`src/rtl/hb_pkg.sv`:
```
// Shared drive-mode type and pattern decode for the H-bridge supervisor.
// Assumes two legs; bit 0 of every per-leg vector is leg A (OUT1).
package hb_pkg;

    localparam int unsigned LEGS = 2;

    // Encoding equals the command pair {cmd_a, cmd_b}.
    typedef enum logic [1:0] {
        DRV_COAST = 2'b00,
        DRV_REV   = 2'b01,
        DRV_FWD   = 2'b10,
        DRV_BRAKE = 2'b11
    } drv_mode_t;

    // True for the two modes that push current through the load.
    function automatic logic is_run(drv_mode_t m);
        return (m == DRV_FWD) || (m == DRV_REV);
    endfunction

    // High-side enables: a leg goes high when its own command bit is set.
    function automatic logic [LEGS-1:0] hs_of(drv_mode_t m);
        return {m[0], m[1]};
    endfunction

    // Low-side enables: a leg goes low only when the other leg is high alone.
    function automatic logic [LEGS-1:0] ls_of(drv_mode_t m);
        return {m == DRV_FWD, m == DRV_REV};
    endfunction

endpackage

```
`src/rtl/hb_persist_filter.sv`:
```
// Persistence filter: asserts hit after evt is sampled high on LIMIT
// consecutive clocks. STICKY=1 keeps hit until reset; STICKY=0 drops it
// when evt is sampled low. clr restarts the count and drops hit.
// Assumes LIMIT >= 1 and a synchronous active-low reset.
module hb_persist_filter #(
    parameter int unsigned LIMIT  = 4,
    parameter bit          STICKY = 1'b0
) (
    input  logic clk,
    input  logic rst_n,
    input  logic evt,
    input  logic clr,
    output logic hit
);
    localparam int unsigned CW = $clog2(LIMIT + 1);
    localparam logic [CW-1:0] LAST = CW'(LIMIT - 1);

    logic [CW-1:0] cnt_q;
    logic          hit_q;
    logic          may_release;

    // Variant select: latched events never release on their own.
    generate
        if (STICKY) begin : g_latch
            assign may_release = 1'b0;
        end else begin : g_follow
            assign may_release = 1'b1;
        end
    endgenerate

    // Count consecutive event cycles and set/release the hit flag.
    always_ff @(posedge clk) begin
        if (!rst_n || clr) begin
            cnt_q <= '0;
            hit_q <= 1'b0;
        end else if (evt) begin
            if (!hit_q) begin
                if (cnt_q == LAST) hit_q <= 1'b1;
                else               cnt_q <= cnt_q + 1'b1;
            end
        end else begin
            cnt_q <= '0;
            if (may_release) hit_q <= 1'b0;
        end
    end

    assign hit = hit_q;
endmodule

```
`src/rtl/hb_wake_pulse.sv`:
```
// Idle tracker and wake pulse: asleep follows the idle request one clock
// late; leaving idle starts a pulse of exactly PULSE_CYC cycles.
// Reset value is asleep, so a first non-idle command also pulses.
module hb_wake_pulse #(
    parameter int unsigned PULSE_CYC = 8
) (
    input  logic clk,
    input  logic rst_n,
    input  logic idle_req,
    output logic asleep,
    output logic pulse
);
    localparam int unsigned PW = $clog2(PULSE_CYC + 1);

    logic          sleep_q;
    logic [PW-1:0] left_q;

    // Track the idle state and time the wake pulse.
    always_ff @(posedge clk) begin
        if (!rst_n) begin
            sleep_q <= 1'b1;
            left_q  <= '0;
        end else begin
            sleep_q <= idle_req;
            if (sleep_q && !idle_req) left_q <= PW'(PULSE_CYC);
            else if (left_q != '0)    left_q <= left_q - 1'b1;
        end
    end

    assign asleep = sleep_q;
    assign pulse  = (left_q != '0);
endmodule

```
`src/rtl/hb_bridge_seq.sv`:
```
// Bridge sequencer: applies the requested drive mode, inserting DEAD_CYC
// all-off cycles between two different driving patterns, and flags the
// start of each forward/reverse drive. block forces all switches off
// immediately and parks the applied mode at coast. Assumes DEAD_CYC >= 1.
module hb_bridge_seq
    import hb_pkg::*;
#(
    parameter int unsigned DEAD_CYC = 4
) (
    input  logic            clk,
    input  logic            rst_n,
    input  drv_mode_t       req,
    input  logic            block,
    output logic [LEGS-1:0] hs_en,
    output logic [LEGS-1:0] ls_en,
    output logic            ramp_start
);
    localparam int unsigned GW = $clog2(DEAD_CYC + 1);
    localparam logic [GW-1:0] GAP_LOAD = GW'(DEAD_CYC);
    localparam logic [GW-1:0] GAP_LAST = GW'(1);

    drv_mode_t     drv_q, drv_d;
    logic [GW-1:0] gap_q, gap_d;
    logic          ramp_q;
    logic [LEGS-1:0] hs_raw, ls_raw;

    // Next applied mode and dead-gap count.
    always_comb begin
        drv_d = drv_q;
        gap_d = gap_q;
        if (block) begin
            drv_d = DRV_COAST;
            gap_d = '0;
        end else if (gap_q != '0) begin
            gap_d = gap_q - 1'b1;
            if (gap_q == GAP_LAST) drv_d = req;
        end else if (req != drv_q) begin
            if (drv_q == DRV_COAST || req == DRV_COAST) begin
                drv_d = req;
            end else begin
                drv_d = DRV_COAST;
                gap_d = GAP_LOAD;
            end
        end
    end

    // Register the applied mode, the gap and the ramp request.
    always_ff @(posedge clk) begin
        if (!rst_n) begin
            drv_q  <= DRV_COAST;
            gap_q  <= '0;
            ramp_q <= 1'b0;
        end else begin
            drv_q  <= drv_d;
            gap_q  <= gap_d;
            ramp_q <= is_run(drv_d) && (drv_d != drv_q);
        end
    end

    assign hs_raw = hs_of(drv_q);
    assign ls_raw = ls_of(drv_q);

    // Per-leg gating of the decoded pattern by the protection block.
    generate
        for (genvar g = 0; g < LEGS; g++) begin : g_leg
            assign hs_en[g] = hs_raw[g] & ~block;
            assign ls_en[g] = ls_raw[g] & ~block;
        end
    endgenerate

    assign ramp_start = ramp_q & ~block;
endmodule

```
`src/rtl/hbridge_supervisor.sv`:
```
// H-bridge command and fault supervisor. Decodes the command pair into
// switch enables, handles idle entry/exit and merges protection events
// into one active-low fault. Priority: undervoltage (resets everything),
// latched overcurrent, over-temperature, then normal decode.
// Assumes cmd_* and all flags are already synchronous to clk.
module hbridge_supervisor
    import hb_pkg::*;
#(
    parameter int unsigned DEAD_CYC         = 4,
    parameter int unsigned WAKE_PULSE_CYC   = 125,
    parameter int unsigned OCP_DEGLITCH_CYC = 250,
    parameter int unsigned ILIM_PERSIST_CYC = 34375000
) (
    input  logic            clk,
    input  logic            rst_n,
    input  logic            cmd_a,
    input  logic            cmd_b,
    input  logic            ocp_flag,
    input  logic            otemp_flag,
    input  logic            uvlo_flag,
    input  logic            ilim_flag,
    output logic [LEGS-1:0] hs_en,
    output logic [LEGS-1:0] ls_en,
    output logic [LEGS-1:0] leg_hiz,
    output logic            sleep_o,
    output logic            ramp_start,
    output logic            fault_n
);
    drv_mode_t req;
    logic      core_rst_n;
    logic      ocp_latched;
    logic      ilim_active;
    logic      wake_pulse;
    logic      block;
    logic      idle_req;

    assign req        = drv_mode_t'({cmd_a, cmd_b});
    assign idle_req   = (req == DRV_COAST);
    assign core_rst_n = rst_n & ~uvlo_flag;
    assign block      = uvlo_flag | ocp_latched | otemp_flag;

    // Overcurrent: deglitched, then latched until a power cycle.
    hb_persist_filter #(
        .LIMIT  (OCP_DEGLITCH_CYC),
        .STICKY (1'b1)
    ) ocp_filt_i (
        .clk   (clk),
        .rst_n (core_rst_n),
        .evt   (ocp_flag),
        .clr   (1'b0),
        .hit   (ocp_latched)
    );

    // Current limit: persistence fault, self-clearing, cleared by idle.
    hb_persist_filter #(
        .LIMIT  (ILIM_PERSIST_CYC),
        .STICKY (1'b0)
    ) ilim_filt_i (
        .clk   (clk),
        .rst_n (core_rst_n),
        .evt   (ilim_flag),
        .clr   (idle_req),
        .hit   (ilim_active)
    );

    hb_wake_pulse #(
        .PULSE_CYC (WAKE_PULSE_CYC)
    ) wake_i (
        .clk      (clk),
        .rst_n    (core_rst_n),
        .idle_req (idle_req),
        .asleep   (sleep_o),
        .pulse    (wake_pulse)
    );

    hb_bridge_seq #(
        .DEAD_CYC (DEAD_CYC)
    ) seq_i (
        .clk        (clk),
        .rst_n      (core_rst_n),
        .req        (req),
        .block      (block),
        .hs_en      (hs_en),
        .ls_en      (ls_en),
        .ramp_start (ramp_start)
    );

    // Floating-leg indication per leg.
    generate
        for (genvar g = 0; g < LEGS; g++) begin : g_hiz
            assign leg_hiz[g] = ~(hs_en[g] | ls_en[g]);
        end
    endgenerate

    assign fault_n = ~(uvlo_flag | ocp_latched | otemp_flag | ilim_active | wake_pulse);
endmodule

```
`config.mk`:
```
export PLATFORM = sky130hd
export DESIGN_NAME = hbridge_supervisor
export DESIGN_NICKNAME = d
export VERILOG_FILES = /design/src/rtl/hb_pkg.sv /design/src/rtl/hb_persist_filter.sv /design/src/rtl/hb_wake_pulse.sv /design/src/rtl/hb_bridge_seq.sv /design/src/rtl/hbridge_supervisor.sv
export SDC_FILE = /design/constraint.sdc
export NUM_CORES = 1
export LEC_CHECK = 0
export CAP_MARGIN = 10
export CORE_AREA = 2 2 69 71
export CTS_CLUSTER_SIZE = 40
export DETAILED_ROUTE_END_ITERATION = 8
export DIE_AREA = 0 0 71 73
export PLACE_DENSITY = 0.76
export SETUP_SLACK_MARGIN = 0.1
export SLEW_MARGIN = 10
export SYNTH_ARGS = -nofsm -noshare
export SYNTH_HDL_FRONTEND = slang
export SYNTH_SLANG_ARGS = --single-unit
```
`constraint.sdc`:
```
create_clock -name clk -period 2.1 [get_ports clk]
set_input_delay 0.21 -clock clk [delete_from_list [all_inputs] [get_ports clk]]
set_output_delay 0.21 -clock clk [all_outputs]
set_load 0.01 [all_outputs]
```
# After elaboration in Yosys (flattened, before gate mapping)
# Cells that the tools add are included.
dict set report op_classes {
  add_sub_neg 4
  mul 0
  n_div 0
  n_lt_le_gt_ge 0
  n_eq_ne 10
  shifts 0
  muxes 14
  n_bitwise 23
  n_reduce_logical 20
}
# cell count
set ops {}
lappend ops {{26-bit by 1-bit adder with 26-bit output (second input constant)} 1}
lappend ops {{26-bit equality test (second input constant)} 1}
lappend ops {{7-bit 2-to-1 mux} 2}
lappend ops {{1-bit inverter} 11}
lappend ops {{2-bit 2-to-1 mux} 5}
lappend ops {{3-bit 2-to-1 mux} 3}
lappend ops {{8-bit by 1-bit adder with 8-bit output (second input constant)} 1}
lappend ops {{8-bit equality test (second input constant)} 1}
lappend ops {{2-bit AND reduction} 4}
lappend ops {{7-bit nonzero test} 1}
lappend ops {{7-bit by 1-bit subtractor with 7-bit output (second input constant)} 1}
lappend ops {{1-bit AND} 6}
lappend ops {{1-bit bitwise OR} 6}
lappend ops {{2-bit OR reduction} 3}
lappend ops {{2-bit by 1-bit equality test with 1-bit output (second input constant)} 2}
lappend ops {{2-bit equality test (second input constant)} 2}
lappend ops {{2-bit logical NOT} 2}
lappend ops {{1-bit 2-to-1 mux} 4}
lappend ops {{2-bit != test} 2}
lappend ops {{2-bit nonzero test} 2}
lappend ops {{3-bit by 1-bit equality test with 1-bit output (second input constant)} 1}
lappend ops {{1-bit logical OR} 3}
lappend ops {{3-bit nonzero test} 1}
lappend ops {{3-bit by 1-bit subtractor with 3-bit output (second input constant)} 1}
lappend ops {{other kinds (3)} 5}
dict set report word_totals {
  reg_bits 50
  latchBits 0
  ram_bits 0
  mem_bits_ro 0
  out_inout_bits 9
  mem_count 0
}

# Longest topological paths before layout
dict set report logic_depth {
  ltp_word 9
  mapped_depth 7
  mapped_depth_nobuf 7
}

# Modules after synthesis
# Synthesis repeated with hierarchy kept, for this count alone.
dict set report unflattened {
  hier_cells 300
  hier_area_um2 2571.2
}
# mod instances cells_per_inst area_each_um2
set modules_own_cells {}
lappend modules_own_cells {{hb_persist_filter (ilim_filt_i)} 1 149 1292.5}
lappend modules_own_cells {{hb_persist_filter (ocp_filt_i)} 1 49 437.9}
lappend modules_own_cells {hb_bridge_seq 1 52 415.4}
lappend modules_own_cells {hb_wake_pulse 1 43 382.9}
lappend modules_own_cells {hbridge_supervisor 1 7 42.5}

# Least setup slack after synthesis
# No wires, ideal clock.
dict set report synth_timing {
  path_type {reg-to-reg}
  startpoint {register ilim_filt_i.cnt_q[3]}
  endpoint {register ilim_filt_i.cnt_q[9]}
  arrival_ns 1.570
  required_ns 1.985
  setup_slack_ns 0.416
  stages_incl_launch_ff 8
  n_path_buf 2
  cell_sequence {dfxtp_1 -> buf_4 -> nor4b_2 -> nand4_1 -> o21ai_2 -> buf_4 -> nor3_1 -> o21a_1}
}
dict set report synth_between {
  elab_chain_cells 3
}
# item line_no
set synth_rtl {}
lappend synth_rtl {{from (decl)} hb_persist_filter.sv:18} ;# logic [CW-1:0] cnt_q;
lappend synth_rtl {{from (signal assigned)} hb_persist_filter.sv:39} ;# else cnt_q <= cnt_q + 1'b1;
lappend synth_rtl {{parallel branches: the longest is 3 deep, another holds 26-bit by 1-bit adder with 26-bit output} n/a}
# Parallel ways; which one is timed is not known.
# A chain may end at the register's enable or synchronous reset.

# Final worst setup path
dict set report layout_timing {
  startpoint {register ilim_filt_i.cnt_q[0]}
  endpoint {register ilim_filt_i.cnt_q[6]}
}
# The elaborated chain is that of the path after synthesis.

==> insert_results.sql <==
INSERT INTO impl_metrics (metric_group, metric, value, unit) VALUES
('outcome', 'run_status', 'completed', ''),
('run', 'cap_violations', '0', ''),
('cts', 'htreeDepth', '2', ''),
('detailed_routing', 'drt-initial-drc-count', '143', ''),
('logic_synthesis', 'synth_ff_type', 'dfxtp_1', ''),
('timing', 'finalSetupViolations', '0', ''),
('setup_path', 'cp_data_required_time', '2.35', 'ns'),
('final_layout', 'finish.utilization', '63.6', '%'),
('detailed_routing', 'routedWlPerCell', '13.8', 'um'),
('logic_synthesis', 'postSynthAreaPerCell', '8.35', 'sq um'),
('final_layout', 'seqCellArea', '0.00100', 'sq mm'),
('setup_path', 'timing.setup.critical_path_class', 'flop to flop', ''),
('detailed_routing', 'totalWireLength', '5.26', 'mm'),
('cts', 'clock_tree.buffer_depth', '2', ''),
('logic_synthesis', 'synth_seq_cells', '50', ''),
('pwr', 'total_power', '0.00163', 'W'),
('placement', 'portBuffers', '16', ''),
('grt', 'first_global_vias', '2132', ''),
('timing', 'timing_worst_slew_pin_value', '0.495', 'ns'),
('placement', 'cell_total_after_placement', '369', ''),
('floorplanning', 'boundaryPins', '17', ''),
('detailed_routing', 'met3_wirelength_from_detailed_routing', '179', 'um'),
('detailed_routing', 'drc', '0', ''),
('detailed_routing', 'detailedRoute.firstPassIterationCount', '4', ''),
('cts', 'tritoncts', 'done', ''),
('grt', 'grt_overall_usage', '21.7', '%'),
('floorplanning', 'rows', '25', ''),
('setup_path', 'critical_path.endpoint_type', 'flop', ''),
('pwr', 'power_density_relative_to_cell_area', '566', 'mW/mm^2'),
('grt', 'first_pass_grt_wire_length', '9.08', 'mm'),
('grt', 'grt_max_degree', '14', ''),
('logic_synthesis', 'postSynthCellCount', '297', ''),
('cts', 'inserted_clock_buffers', '5', ''),
('timing', 'layout_worst_path_cycle_share', '92.9', '%'),
('detailed_routing', 'vias_per_cell', '5.93', ''),
('timing', 'report.final.hold_viol_count', '0', ''),
('timing', 'fin_crit', '1.95', 'ns'),
('setup_path', 'critPathLaunchType', 'flop', ''),
('grt', 'grt_antenna_before_repair', '0', ''),
('logic_synthesis', 'synth_enable_flop_cells', '0', ''),
('logic_synthesis', 'synthDistinctLibCells', '49', ''),
('detailed_routing', 'drt-met1-wl', '2.47', 'mm'),
('placement', 'preCtsSetupSlack', '-0.00373', 'ns'),
('floorplanning', 'die_width', '71', 'um'),
('hold_path', 'min-delay-path-class', 'input pin to flop', ''),
('final_layout', 'fin_cells', '380', ''),
('placement', 'finalWeightedCongestion', '0.822', ''),
('final_layout', 'n_antenna_cell', '0', ''),
('detailed_routing', 'antenna_violating_nets_post_route', '0', ''),
('cts', 'clock_sink_count', '50', ''),
('floorplanning', 'core_area', '0.00454', 'sq mm'),
('timing', 'rsz_0062_raised_after_global_routing', 'true', ''),
('final_layout', 'finish.net_count', '338', ''),
('timing', 'final-max-slew-violation-count', '0', ''),
('floorplanning', 'die_height', '73', 'um'),
('timing', 'max-slew-margin-rel', '66.8', '%'),
('cts', 'clock_transition_at_path_regs', '0.08', 'ns'),
('final_layout', 'layout.filler_cells', '396', ''),
('floorplanning', 'total_die_area', '0.00518', 'sq mm'),
('floorplanning', 'floorplan.initialDensity', '54.7', '%'),
('pwr', 'vdd_drop_max', '0.000440', 'V'),
('timing', 'finalWorstSetupSlack', '0.149', 'ns'),
('final_layout', 'multi_input_area', '0.00142', 'sq mm'),
('cts', 'cts-hold-fix-buffers', '0', ''),
('timing', 'fin_skew', '0.00427', 'ns'),
('logic_synthesis', 'synthesis.yosys.warnings', '0', ''),
('setup_path', 'arrival_time_of_the_worst_setup_path', '2.20', 'ns'),
('cts', 'root_buffer', 'clkbuf_8', ''),
('grt', 'grt_overflow', '0', ''),
('final_layout', 'syn_to_final_growth', '16.3', '%'),
('timing', 'total_negative_setup_slack', '0', 'ns'),
('logic_synthesis', 'syn_area', '0.00248', 'sq mm'),
('detailed_routing', 'num_vias', '2252', ''),
('final_layout', 'fraction_of_layout_instances_using_a_drive_strength_above_1', '10.4', '%'),
('placement', 'post-dp-hpwl', '3.76', 'mm'),
('setup_path', 'timing.critical_path.fanout_max', '6', ''),
('cts', 'worst_skew_pair.late_latency', '0.30', 'ns'),
('pwr', 'power_leakage', '0.972', 'nW'),
('timing', 'achievable-frequency', '0.512', 'GHz'),
('logic_synthesis', 'asyncSetResetFlopFracSynth', '0', '%'),
('detailed_routing', 'wl_met2', '2.53', 'mm'),
('logic_synthesis', 'synth_fp_nets', '309', ''),
('logic_synthesis', 'synth-seq-area-share', '40.4', '%'),
('detailed_routing', 'highest_layer', 'met4', '');
[cells by family (layout without fill, tap and decap cells)]
logic type	count (synthesis)	in the layout	synth area share [%]
buffers and inverters	19	48	3.23
multiplexers	3	3	1.26
adder cells (fa/ha/maj)	4	4	2.02
AND/OR/NAND/NOR	134	134	31.0
AO/OA/AOI/OAI	73	73	17.2
flip-flops	50	50	40.4
XOR/XNOR	14	14	4.94
[timing repair]
action                                  in CTS  in global routing
resized for setup                            4                  6
endpoints found under the setup margin      10                 17
endpoints found under the hold margin        0                  0
setup buffers                                0                  4
pin swaps                                    1                  4
[area by class of cell]
type | instances | area share (%)
multi-input combinational | 228 | 49.2
tap | 54 | 2.34
clock buffer | 7 | 2.65
sequential | 50 | 34.8
timing repair buffer | 32 | 9.93
inverter | 9 | 1.17
[flip-flops by register name (all words and copies together) (netlist names)]
signal	cells
ilim_filt_i.cnt_q	26
ocp_filt_i.cnt_q	8
wake_i.left_q	7
seq_i.gap_q	3
seq_i.drv_q	2
ilim_filt_i.hit	1
ocp_filt_i.hit	1
seq_i.ramp_q	1
wake_i.asleep	1
[per-layer routing]
metal,GRT usage (%),vias up
met5,0,-
met4,7.97,0
met3,5.25,9
met2,37.5,31
met1,26.4,1068
li1,-,1144
[critical path, stage by stage, from the launching register on]
cell and delay (ns):
dfxtp_2 0.34, ha_1 0.22, and4_1 0.22, nand4_1 0.24, o21ai_2 0.14, buf_4 0.16, buf_4 0.13, or4_1 0.38
nand2_1 0.07
[cell usage after synthesis, drive strengths merged, types with 2 or more instances]
cell	instances	area share [%]
xnor2	6	2.1
and4	5	2.0
o21ai	24	5.0
nor2	22	3.3
or4	9	2.7
xor2	8	2.8
or3	12	3.0
nor2b	4	1.0
nand4b	2	0.71
and3	3	0.86
nor4	2	0.50
mux2i	2	0.81
a211oi	3	0.91
nor3	9	1.8
nor4b	2	0.96
dfxtp	50	40
nand2	24	3.6
buf	4	0.96
nand4	8	2.0
o31ai	6	1.8
o21a	3	0.91
and2	6	1.5
nand2b	5	1.3
or2	2	0.50
nor3b	2	0.61
o211ai	4	1.2
inv	9	1.4
nand3b	2	0.61
a21oi	28	5.7
nand3	13	3.1
ha	4	2.0
clkbuf	6	0.91
[report_power, final]
part           leakage [nW]  total, W  internal (W)  switching, W
clock network        0.0383  0.000530      0.000230      0.000300
registers             0.405  0.000974      0.000961     0.0000132
logic                 0.529  0.000128     0.0000620     0.0000660
[worst paths after layout]
kind,from,end,slack (ns),cells past startpoint
worst min-delay path,uvlo_flag,wake_i.asleep$_SDFF_PN1_,0.35,3
worst min register to register,wake_i.left_q[6]$_SDFFE_PN0P_,wake_i.left_q[6]$_SDFFE_PN0P_,0.46,2
worst max register to register,ilim_filt_i.cnt_q[0]$_SDFFE_PP0P_,ilim_filt_i.cnt_q[6]$_SDFFE_PP0P_,0.15,8
worst max-delay path,ilim_filt_i.cnt_q[0]$_SDFFE_PP0P_,ilim_filt_i.cnt_q[6]$_SDFFE_PP0P_,0.15,8
[cells in the final DEF (no fill, tap or decap), drive strengths merged, types with 7 or more instances in the layout]
cell	Yosys	final
nor3	9	9
nand4	8	8
or4	9	9
clkbuf	6	7
o21ai	24	24
dfxtp	50	50
nor2	22	22
inv	9	9
buf	4	16
xor2	8	8
nand3	13	13
or3	12	12
clkdlybuf4s50	0	12
a21oi	28	28
nand2	24	24
[stage by stage]
step                      instance area [sq um]  hold WS (ns)
after floorplan                            2480         0.325
after global placement                     2750         0.439
after detailed placement                   2750         0.459
after CTS                                  2830         0.470
after global routing                       2880         0.395
final                                      2880         0.349
Power figures use the tool's default switching activity.
